$ cat src/rtl/apb_mon_pkg.sv
package apb_mon_pkg;

    typedef enum logic [1:0] {
        PH_IDLE,
        PH_SETUP,
        PH_ACCESS
    } phase_e;

    typedef enum logic [2:0] {
        ST_RESET,
        ST_IDLE,
        ST_SETUP,
        ST_WAIT,
        ST_DONE
    } track_e;

    localparam int V_FIRST     = 0;
    localparam int V_SET_SET   = 1;
    localparam int V_SET_IDLE  = 2;
    localparam int V_IDLE_ACC  = 3;
    localparam int V_MULTI_SEL = 4;
    localparam int V_HOLD      = 5;
    localparam int V_ACC_ACC   = 6;
    localparam int V_RD_STRB   = 7;
    localparam int V_ALIGN     = 8;
    localparam int V_TIMEOUT   = 9;
    localparam int V_LANE      = 10;
    localparam int NUM_RULES   = 11;

endpackage

$ cat src/rtl/apb_phase_fsm.sv
module apb_phase_fsm
    import apb_mon_pkg::*;
(
    input  logic   clk,
    input  logic   rst_n,
    input  phase_e cur,
    input  logic   done,
    output logic   first_v,
    output logic   set_set_v,
    output logic   set_idle_v,
    output logic   idle_acc_v,
    output logic   abandon_v,
    output logic   acc_acc_v,
    output logic   held
);

    track_e state_q;
    track_e state_d;

    always_comb begin
        unique case (cur)
            PH_SETUP:  state_d = ST_SETUP;
            PH_ACCESS: state_d = done ? ST_DONE : ST_WAIT;
            default:   state_d = ST_IDLE;
        endcase
    end

    always_ff @(posedge clk or negedge rst_n) begin
        if (!rst_n) state_q <= ST_RESET;
        else        state_q <= state_d;
    end

    always_comb begin
        first_v    = 1'b0;
        set_set_v  = 1'b0;
        set_idle_v = 1'b0;
        idle_acc_v = 1'b0;
        abandon_v  = 1'b0;
        acc_acc_v  = 1'b0;
        held       = 1'b0;
        unique case (state_q)
            ST_RESET: first_v = (cur == PH_ACCESS);
            ST_IDLE:  idle_acc_v = (cur == PH_ACCESS);
            ST_SETUP: begin
                set_set_v  = (cur == PH_SETUP);
                set_idle_v = (cur == PH_IDLE);
                held       = 1'b1;
            end
            ST_WAIT: begin
                abandon_v = (cur != PH_ACCESS);
                held      = 1'b1;
            end
            ST_DONE:  acc_acc_v = (cur == PH_ACCESS);
            default:  ;
        endcase
    end

endmodule

$ cat src/rtl/apb_hold_check.sv
module apb_hold_check #(
    parameter int SEL_W           = 2,
    parameter int ADDR_W          = 8,
    parameter int DATA_W          = 32,
    parameter int PROT_W          = 3,
    parameter bit ALLOW_UNALIGNED = 1'b0
) (
    input  logic                clk,
    input  logic                rst_n,
    input  logic                is_access,
    input  logic                held,
    input  logic [SEL_W-1:0]    sel,
    input  logic                we,
    input  logic [ADDR_W-1:0]   addr,
    input  logic [DATA_W-1:0]   wdata,
    input  logic [DATA_W/8-1:0] strb,
    input  logic [PROT_W-1:0]   prot,
    output logic                hold_v,
    output logic                rd_strb_v,
    output logic                align_v,
    output logic                lane_v
);

    localparam int STRB_W    = DATA_W / 8;
    localparam int LANE_BITS = $clog2(STRB_W);

    logic [SEL_W-1:0]  sel_q;
    logic              we_q;
    logic [ADDR_W-1:0] addr_q;
    logic [DATA_W-1:0] wdata_q;
    logic [STRB_W-1:0] strb_q;
    logic [PROT_W-1:0] prot_q;

    always_ff @(posedge clk or negedge rst_n) begin
        if (!rst_n) begin
            sel_q   <= '0;
            we_q    <= 1'b0;
            addr_q  <= '0;
            wdata_q <= '0;
            strb_q  <= '0;
            prot_q  <= '0;
        end else begin
            sel_q   <= sel;
            we_q    <= we;
            addr_q  <= addr;
            wdata_q <= wdata;
            strb_q  <= strb;
            prot_q  <= prot;
        end
    end

    logic                 active;
    logic                 ctrl_moved;
    logic [LANE_BITS-1:0] offs;

    always_comb begin
        active     = |sel;
        ctrl_moved = (sel != sel_q) || (we != we_q) || (addr != addr_q)
                   || (strb != strb_q) || (prot != prot_q)
                   || (we && (wdata != wdata_q));
        hold_v     = is_access && held && ctrl_moved;
        rd_strb_v  = active && !we && (|strb);
        offs       = addr[LANE_BITS-1:0];
    end

    generate
        if (ALLOW_UNALIGNED) begin : g_unaligned
            logic [STRB_W-1:0] low_lanes;
            always_comb begin
                for (int i = 0; i < STRB_W; i++) begin
                    low_lanes[i] = (i < int'(offs));
                end
            end
            assign align_v = 1'b0;
            assign lane_v  = active && we && (|(strb & low_lanes));
        end else begin : g_aligned
            assign align_v = active && (|offs);
            assign lane_v  = 1'b0;
        end
    endgenerate

endmodule

$ cat src/rtl/apb_wait_timer.sv
module apb_wait_timer #(
    parameter int MAX_WAIT = 3
) (
    input  logic clk,
    input  logic rst_n,
    input  logic waiting,
    output logic timeout_v
);

    localparam int CNT_W = $clog2(MAX_WAIT + 2);
    localparam logic [CNT_W-1:0] LIMIT = CNT_W'(MAX_WAIT);
    localparam logic [CNT_W-1:0] SAT   = CNT_W'(MAX_WAIT + 1);

    logic [CNT_W-1:0] cnt_q;

    always_ff @(posedge clk or negedge rst_n) begin
        if (!rst_n)              cnt_q <= '0;
        else if (!waiting)       cnt_q <= '0;
        else if (cnt_q != SAT)   cnt_q <= cnt_q + 1'b1;
    end

    assign timeout_v = waiting && (cnt_q == LIMIT);

endmodule

$ cat src/rtl/apb_rule_monitor.sv
module apb_rule_monitor
    import apb_mon_pkg::*;
#(
    parameter int SEL_W           = 2,
    parameter int ADDR_W          = 8,
    parameter int DATA_W          = 32,
    parameter int MAX_WAIT        = 3,
    parameter bit ALLOW_UNALIGNED = 1'b0,
    parameter bit HAS_READY       = 1'b1
) (
    input  logic                  bus_clk,
    input  logic                  bus_rst_n,
    input  logic [SEL_W-1:0]      sel_i,
    input  logic                  en_i,
    input  logic                  we_i,
    input  logic [ADDR_W-1:0]     addr_i,
    input  logic [DATA_W-1:0]     wdata_i,
    input  logic [DATA_W/8-1:0]   strb_i,
    input  logic [2:0]            prot_i,
    input  logic                  ready_i,
    output logic [NUM_RULES-1:0]  viol_o,
    output logic                  err_o
);

    phase_e cur;
    logic   ready_eff;
    logic   done;

    always_comb begin
        if (sel_i == '0) cur = PH_IDLE;
        else if (!en_i)  cur = PH_SETUP;
        else             cur = PH_ACCESS;
        ready_eff = HAS_READY ? ready_i : 1'b1;
        done      = ready_eff;
    end

    logic first_v, set_set_v, set_idle_v, idle_acc_v, abandon_v, acc_acc_v, held;

    apb_phase_fsm u_fsm (
        .clk        (bus_clk),
        .rst_n      (bus_rst_n),
        .cur        (cur),
        .done       (done),
        .first_v    (first_v),
        .set_set_v  (set_set_v),
        .set_idle_v (set_idle_v),
        .idle_acc_v (idle_acc_v),
        .abandon_v  (abandon_v),
        .acc_acc_v  (acc_acc_v),
        .held       (held)
    );

    logic hold_v, rd_strb_v, align_v, lane_v;

    apb_hold_check #(
        .SEL_W           (SEL_W),
        .ADDR_W          (ADDR_W),
        .DATA_W          (DATA_W),
        .PROT_W          (3),
        .ALLOW_UNALIGNED (ALLOW_UNALIGNED)
    ) u_hold (
        .clk       (bus_clk),
        .rst_n     (bus_rst_n),
        .is_access (cur == PH_ACCESS),
        .held      (held),
        .sel       (sel_i),
        .we        (we_i),
        .addr      (addr_i),
        .wdata     (wdata_i),
        .strb      (strb_i),
        .prot      (prot_i),
        .hold_v    (hold_v),
        .rd_strb_v (rd_strb_v),
        .align_v   (align_v),
        .lane_v    (lane_v)
    );

    logic timeout_v;

    generate
        if (HAS_READY) begin : g_timer
            apb_wait_timer #(.MAX_WAIT(MAX_WAIT)) u_timer (
                .clk       (bus_clk),
                .rst_n     (bus_rst_n),
                .waiting   ((cur == PH_ACCESS) && !ready_eff),
                .timeout_v (timeout_v)
            );
        end else begin : g_no_timer
            assign timeout_v = 1'b0;
        end
    endgenerate

    logic [NUM_RULES-1:0] hits;

    always_comb begin
        hits              = '0;
        hits[V_FIRST]     = first_v;
        hits[V_SET_SET]   = set_set_v;
        hits[V_SET_IDLE]  = set_idle_v;
        hits[V_IDLE_ACC]  = idle_acc_v;
        hits[V_MULTI_SEL] = $countones(sel_i) > 1;
        hits[V_HOLD]      = hold_v || abandon_v;
        hits[V_ACC_ACC]   = acc_acc_v;
        hits[V_RD_STRB]   = rd_strb_v;
        hits[V_ALIGN]     = align_v;
        hits[V_TIMEOUT]   = timeout_v;
        hits[V_LANE]      = lane_v;
    end

    always_ff @(posedge bus_clk or negedge bus_rst_n) begin
        if (!bus_rst_n) begin
            viol_o <= '0;
            err_o  <= 1'b0;
        end else begin
            viol_o <= hits;
            err_o  <= err_o || (|hits);
        end
    end

endmodule

$ cat config.mk
export PLATFORM = sky130hd
export DESIGN_NAME = apb_rule_monitor
export DESIGN_NICKNAME = d
export VERILOG_FILES = /design/src/rtl/apb_mon_pkg.sv /design/src/rtl/apb_phase_fsm.sv /design/src/rtl/apb_hold_check.sv /design/src/rtl/apb_wait_timer.sv /design/src/rtl/apb_rule_monitor.sv
export SDC_FILE = /design/constraint.sdc
export NUM_CORES = 1
export LEC_CHECK = 0
export BUFFER_PORTS_ARGS = -buffer_cell sky130_fd_sc_hd__clkbuf_2
export CORE_ASPECT_RATIO = 0.9
export CORE_MARGIN = 2
export CORE_UTILIZATION = 45
export CTS_BUF_LIST = sky130_fd_sc_hd__clkbuf_8
export CTS_CLUSTER_SIZE = 30
export DETAILED_ROUTE_END_ITERATION = 10
export HOLD_SLACK_MARGIN = 0.12
export PLACE_DENSITY = 0.73
export SYNTH_ARGS = -nofsm -noshare
export SYNTH_HDL_FRONTEND = slang
export SYNTH_SLANG_ARGS = --single-unit
$ cat constraint.sdc
create_clock -name bus_clk -period 1.84 [get_ports bus_clk]
set_clock_uncertainty 0.1 [all_clocks]
set_input_delay 0 -clock bus_clk [delete_from_list [all_inputs] [get_ports bus_clk]]
set_output_delay 0 -clock bus_clk [all_outputs]
set_load 0.02 [all_outputs]
After elaboration in Yosys (flattened, before gate mapping) --
Cells that the tools add are included.
Storage, ports and cells: bits in registers 67, memories 0, bits in writable memories 0, bits in read-only memories 0, bits of input ports 54, output and inout port bits 12, bits in latches 0
Cells by class: $lt $le $gt $ge 1, multipliers 0, shift-type cells 0, reduce and logical (&&, ||, !) cells 25, eq/ne operators 16, divide/modulo/power cells 0, muxes and demuxes 13, bitwise logic cells 0, add/sub/neg operators 2
Operators with widths (count):
- != test 32 bit | 1
- OR reduction 10 bit | 1
- == test 3 x 2 -> 1 bit, second input constant | 3
- 2-to-1 mux 3 bit | 3
- logical AND 1 bit | 8
- != test 8 bit | 1
- logical OR 1 bit | 7
- 2-to-1 mux 1 bit | 7
- one-hot mux 3 bit (2 select lines) | 1
- OR reduction 2 bit | 3
- logical NOT 2 bit | 2
- 2-to-1 mux 2 bit | 2
- != test 2 bit, second input constant | 2
- != test 4 bit | 1
- OR reduction 4 bit | 1
- adder 3 x 1 -> 3 bit, second input constant | 1
- == test 3 x 1 -> 1 bit, second input constant | 1
- == test 3 bit, second input constant | 1
- logical NOT 3 bit | 1
- != test 3 bit | 1
- != test 3 bit, second input constant | 1
- adder 1 x 1 -> 2 bit | 1
- == test 2 x 1 -> 1 bit, second input constant | 1
- == test 2 bit, second input constant | 1
- 4 further kinds | 5

Logic depth before layout (Yosys ltp) --
depth after elaboration 10, gate-level depth with buffers 8, depth with buffers taken out 8

Hierarchy --
Synthesis repeated with hierarchy kept, for this count alone.
Second synthesis, totals: cell total of the unflattened synthesis 187, area, all modules 2646.3 sq um
Modules (own cells, without submodules):
- apb_hold_check | times used 1, cells each 126, sequential area each 1251.2 sq um, area each 1848.0 sq um
- apb_rule_monitor | times used 1, cells each 22, sequential area each 300.3 sq um, area each 367.9 sq um
- apb_phase_fsm | times used 1, cells each 21, sequential area each 75.1 sq um, area each 252.7 sq um
- apb_wait_timer | times used 1, cells each 18, sequential area each 75.1 sq um, area each 177.7 sq um

Least setup slack after synthesis --
No wires, ideal clock.
path type register to register, start point reg g_timer.u_timer.cnt_q[0], end point reg err_o, required time 1.609 ns, cell stages (with the launch flop) 9, period minus slack after synthesis 1.862 ns, setup slack -0.022 ns, path buffers 0, arrival 1.631 ns, library setup time 0.131 ns, cells stage by stage dfrtp_1 ha_1 ha_1 inv_1 nor2_1 o21ai_1 nand2_1 maj3_1 or3_1
On the way: cells in the longest elaborated chain, start to end 4
Ends and longest elaborated chain:
- from (decl) | RTL line apb_wait_timer.sv:14 | logic [CNT_W-1:0] cnt_q;
- from (signal assigned) | RTL line apb_wait_timer.sv:19 | else if (cnt_q != SAT) cnt_q <= cnt_q + 1'b1;
- == test 3 x 2 -> 1 bit | RTL line apb_wait_timer.sv:22 | assign timeout_v = waiting && (cnt_q == LIMIT);
- logical AND 1 bit | RTL line apb_wait_timer.sv:22
- OR reduction 10 bit | RTL line apb_rule_monitor.sv:116 | err_o <= err_o || (|hits);
- logical OR 1 bit | RTL line apb_rule_monitor.sv:116
- to (signal assigned) | RTL line apb_rule_monitor.sv:116
- to (decl) | RTL line apb_rule_monitor.sv:22 | output logic err_o
Every way passes these cells. A chain may end at the register's enable or synchronous reset.

Final worst setup path --
start point reg u_hold.addr_q[3], end point reg err_o
On the way: cells in the longest elaborated chain, start to end 9
Ends and longest elaborated chain:
- from (decl) | RTL line apb_hold_check.sv:29 | logic [ADDR_W-1:0] addr_q;
- from (signal assigned) | RTL line apb_hold_check.sv:45 | addr_q <= addr;
- != test 8 bit | RTL line apb_hold_check.sv:58 | ctrl_moved = (sel != sel_q) || (we != we_q) || (addr != addr_q)
- logical OR 1 bit | RTL line apb_hold_check.sv:58
- logical OR 1 bit (2 in a row) | RTL line apb_hold_check.sv:59 | || (strb != strb_q) || (prot != prot_q)
- logical OR 1 bit | RTL line apb_hold_check.sv:60 | || (we && (wdata != wdata_q));
- logical AND 1 bit | RTL line apb_hold_check.sv:61 | hold_v = is_access && held && ctrl_moved;
- logical OR 1 bit | RTL line apb_rule_monitor.sv:102 | hits[V_HOLD] = hold_v || abandon_v;
- named net hits[5] | RTL line apb_rule_monitor.sv:93 | logic [NUM_RULES-1:0] hits;
- OR reduction 10 bit | RTL line apb_rule_monitor.sv:116
- logical OR 1 bit | RTL line apb_rule_monitor.sv:116
The timed path passes the listed nets, and every way through them passes these cells.

==> results.yml <==
die:
  die_w_um: 82.5
  start_util_pct: 47.2
  fp-row-count: 25
  die_y_um: 74.6
  die_area_um2: 6150
  coreArea_um2: 5290
  ios: 66
global_routing:
  grt_pass1_vias: 1941
  antenna_found_initial: 0
  track_usage_pct: 19.3
  grt_pass1_wl_um: 8590
  grt_max_degree: 45
  overflow: 0
timing:
  setup_slack_ns: -0.0322
  finalCriticalPeriod_ns: 1.87
  fmax_mhz: 534
  finalHoldViolations: 0
  finalSetupViolCount: 1
  slew_headroom_pct: 60.2
  worstMarginPinSlew_ns: 0.595
  slew_viol_final: 0
  post-route-period-util_pct: 102
  finalSetupTns_ns: -0.0322
  rsz0062_at_grt: "yes"
place:
  dp.cells: 314
  place.gp.congestion: 0.758
  io_buffers: 64
  hpwl_um: 3290
  dp_worst_setup_slack_ns: -0.0996
job:
  cap_violations: 0
critical_path:
  start_kind: "flop"
  cp_top_family: "simple AND/OR/NAND/NOR gates"
  worstPathMaxFanout: 2
  crit_top_cell: "nor4_2"
  endpoint_kind: "flop"
  path_buf_inv: 0
  slowest_delay_ns: 0.38
  path_class: "reg2reg"
  crit_slowest_cell: "dfrtp_1"
  crit_chain: "xor2_1 -> nor4_2 -> nand4_1 -> nor4_2 -> a21oi_1 -> or3_1"
  crit_required_ns: 1.95
  arrival_ns: 1.99
clock_tree:
  clock_path_buffers: 2
  clock_latency_ns: 0.34
  clkTransAtPathRegs_ns: 0.07
  cts_sinks: 67
  tritoncts: "done"
  cts_inserted_buffers: 9
  cts-root-buf: "clkbuf_8"
  h-tree-depth: 3
logic_synthesis:
  synth_edf_count: 0
  synth-async-reset-ratio_pct: 100
  synth_seq_cells: 67
  netlist-cell-type-count: 25
  seq_area_frac_synth_pct: 67.2
  netlist_instances: 180
  yosysWarnings: 0
  syn_area_per_cell_um2: 13.9
  synth.net_count: 237
  ys.flop_type: "dfrtp_1"
  netlist_area_um2: 2490
power:
  total_power_mw: 2.97
  power.density_nw_per_um2: 783
  ir_drop_uv: 599
  power.leakage_nw: 1.74
drt:
  drc: 0
  wl_per_cell_um: 13.7
  drt_first_pass_iters: 4
  detail_route.vias_per_cell: 4.66
  finalWirelength_um: 5420
  first_iter_violations: 61
  num_vias: 1847
  antenna_left: 0
layout:
  antennaDiodeCount: 0
  drive_above_1_share_pct: 32.2
  finalNonFillerCells: 396
  num-nets-final: 381
  layout_common_cells: "dfrtp_1, clkbuf_2, dlygate4sd3_1"
  syn_to_final_growth_pct: 52.2
  final_common_cell: "dfrtp_1"
outcome:
  failed_checks: "setup timing"
  status: "complete, but fails checks"
hold_path:
  min_path_type: "in2reg"
-- timing repair --
| item | 4_1_cts | 5_1_grt |
|---|---|---|
| gates resized for setup | 7 | 6 |
| setup buffers | 8 | 1 |
| setup endpoints to repair | 1 | 25 |
| endpoints found under the hold margin | 134 | 11 |
| hold buffers | 57 | 2 |
| pin swaps | 5 | 11 |
| cloned | 0 | 0 |
-- power breakdown --
group / total [mW] / switching, mW / leakage (nW) / internal (mW)
combinational: 0.402 / 0.187 / 0.853 / 0.216
sequential: 1.58 / 0.0358 / 0.801 / 1.55
clock: 0.990 / 0.520 / 0.0897 / 0.470
total: 2.97 / 0.742 / 1.74 / 2.23
-- cells in the mapped netlist (3+ instances only) --
cell type | number | share of area, %
nor4_1 | 12 | 3.0
nor3_1 | 3 | 0.60
nand4_1 | 6 | 1.5
dfrtp_1 | 67 | 67
o21ai_0 | 4 | 0.80
inv_1 | 4 | 0.60
nor2_1 | 6 | 0.90
ha_1 | 3 | 1.5
nand2_1 | 3 | 0.45
xor2_1 | 36 | 13
a21oi_1 | 5 | 1.0
xnor2_1 | 15 | 5.3
-- layout make-up --
cell class | instances | area, um2
Clock buffer | 9 | 124
Clock inverter | 7 | 36.3
Fill cell | 368 | 1490
Inverter | 4 | 15.0
Multi-Input combinational cell | 108 | 857
Sequential cell | 67 | 1680
Tap cell | 67 | 83.8
Timing Repair Buffer | 134 | 1000
-- registers in the layout, indices dropped and copies added, names as in the netlist --
name,flops
err_o,1
g_timer.u_timer.cnt_q,3
u_fsm.state_q,3
u_hold.addr_q,8
u_hold.prot_q,3
u_hold.sel_q,2
u_hold.strb_q,4
u_hold.wdata_q,32
u_hold.we_q,1
viol_o,10
-- metal layers --
| metal | vias up | part of all wire (%) | GRT usage, % |
|---|---|---|---|
| met5 | - | 0 | 0 |
| met4 | 0 | 1.1 | 9.07 |
| met3 | 7 | 4.7 | 6.12 |
| met2 | 47 | 52 | 32.3 |
| met1 | 899 | 42 | 22.8 |
| li1 | 894 | - | - |
-- per-stage QoR --
step | hold slack (ns) | utilization (%) | cell area (um2)
2_1_floorplan | -0.396 | - | 2500
5_1_grt | 0.222 | 71.8 | 3800
3_5_place_dp | -0.0859 | 55.5 | 2940
6_report | 0.233 | 71.8 | 3800
3_3_place_gp | -0.0925 | 55.5 | 2940
4_1_cts | 0.196 | 70.8 | 3740
-- worst reg2reg max path: stages, from the launching register on --
cell and delay [ns]:
dfrtp_1 0.38, xor2_1 0.16, nor4_2 0.30, nand4_1 0.15, nor4_2 0.18, a21oi_1 0.12, or3_1 0.38
-- path summary, 6_finish.rpt --
path	from	endpoint	slack, ns	cells after the start
setup / recovery	u_hold.addr_q[3]$_DFF_PN0_	err_o$_DFF_PN0_	-0.03	6
hold reg to reg	u_fsm.state_q[2]$_DFF_PN0_	viol_o[3]$_DFF_PN0_	0.43	1
max in group asynchronous	bus_rst_n	u_hold.wdata_q[5]$_DFF_PN0_	0.57	3
min in group asynchronous	bus_rst_n	u_hold.addr_q[0]$_DFF_PN0_	0.64	3
setup reg to reg	u_hold.addr_q[3]$_DFF_PN0_	err_o$_DFF_PN0_	-0.03	6
hold / removal	addr_i[7]	u_hold.addr_q[7]$_DFF_PN0_	0.23	2
-- kinds of logic after synthesis --
family          after synthesis  synth area share (%)
flops                        67                  67.2
xor+xnor                     51                  17.9
fa+ha+maj                     4                  1.91
buf+inv                       5                 0.903
simple gates                 41                  9.68
compound gates               11                  2.21
other cells                   1                 0.150
No activity file was read; power rests on OpenSTA's default activity.
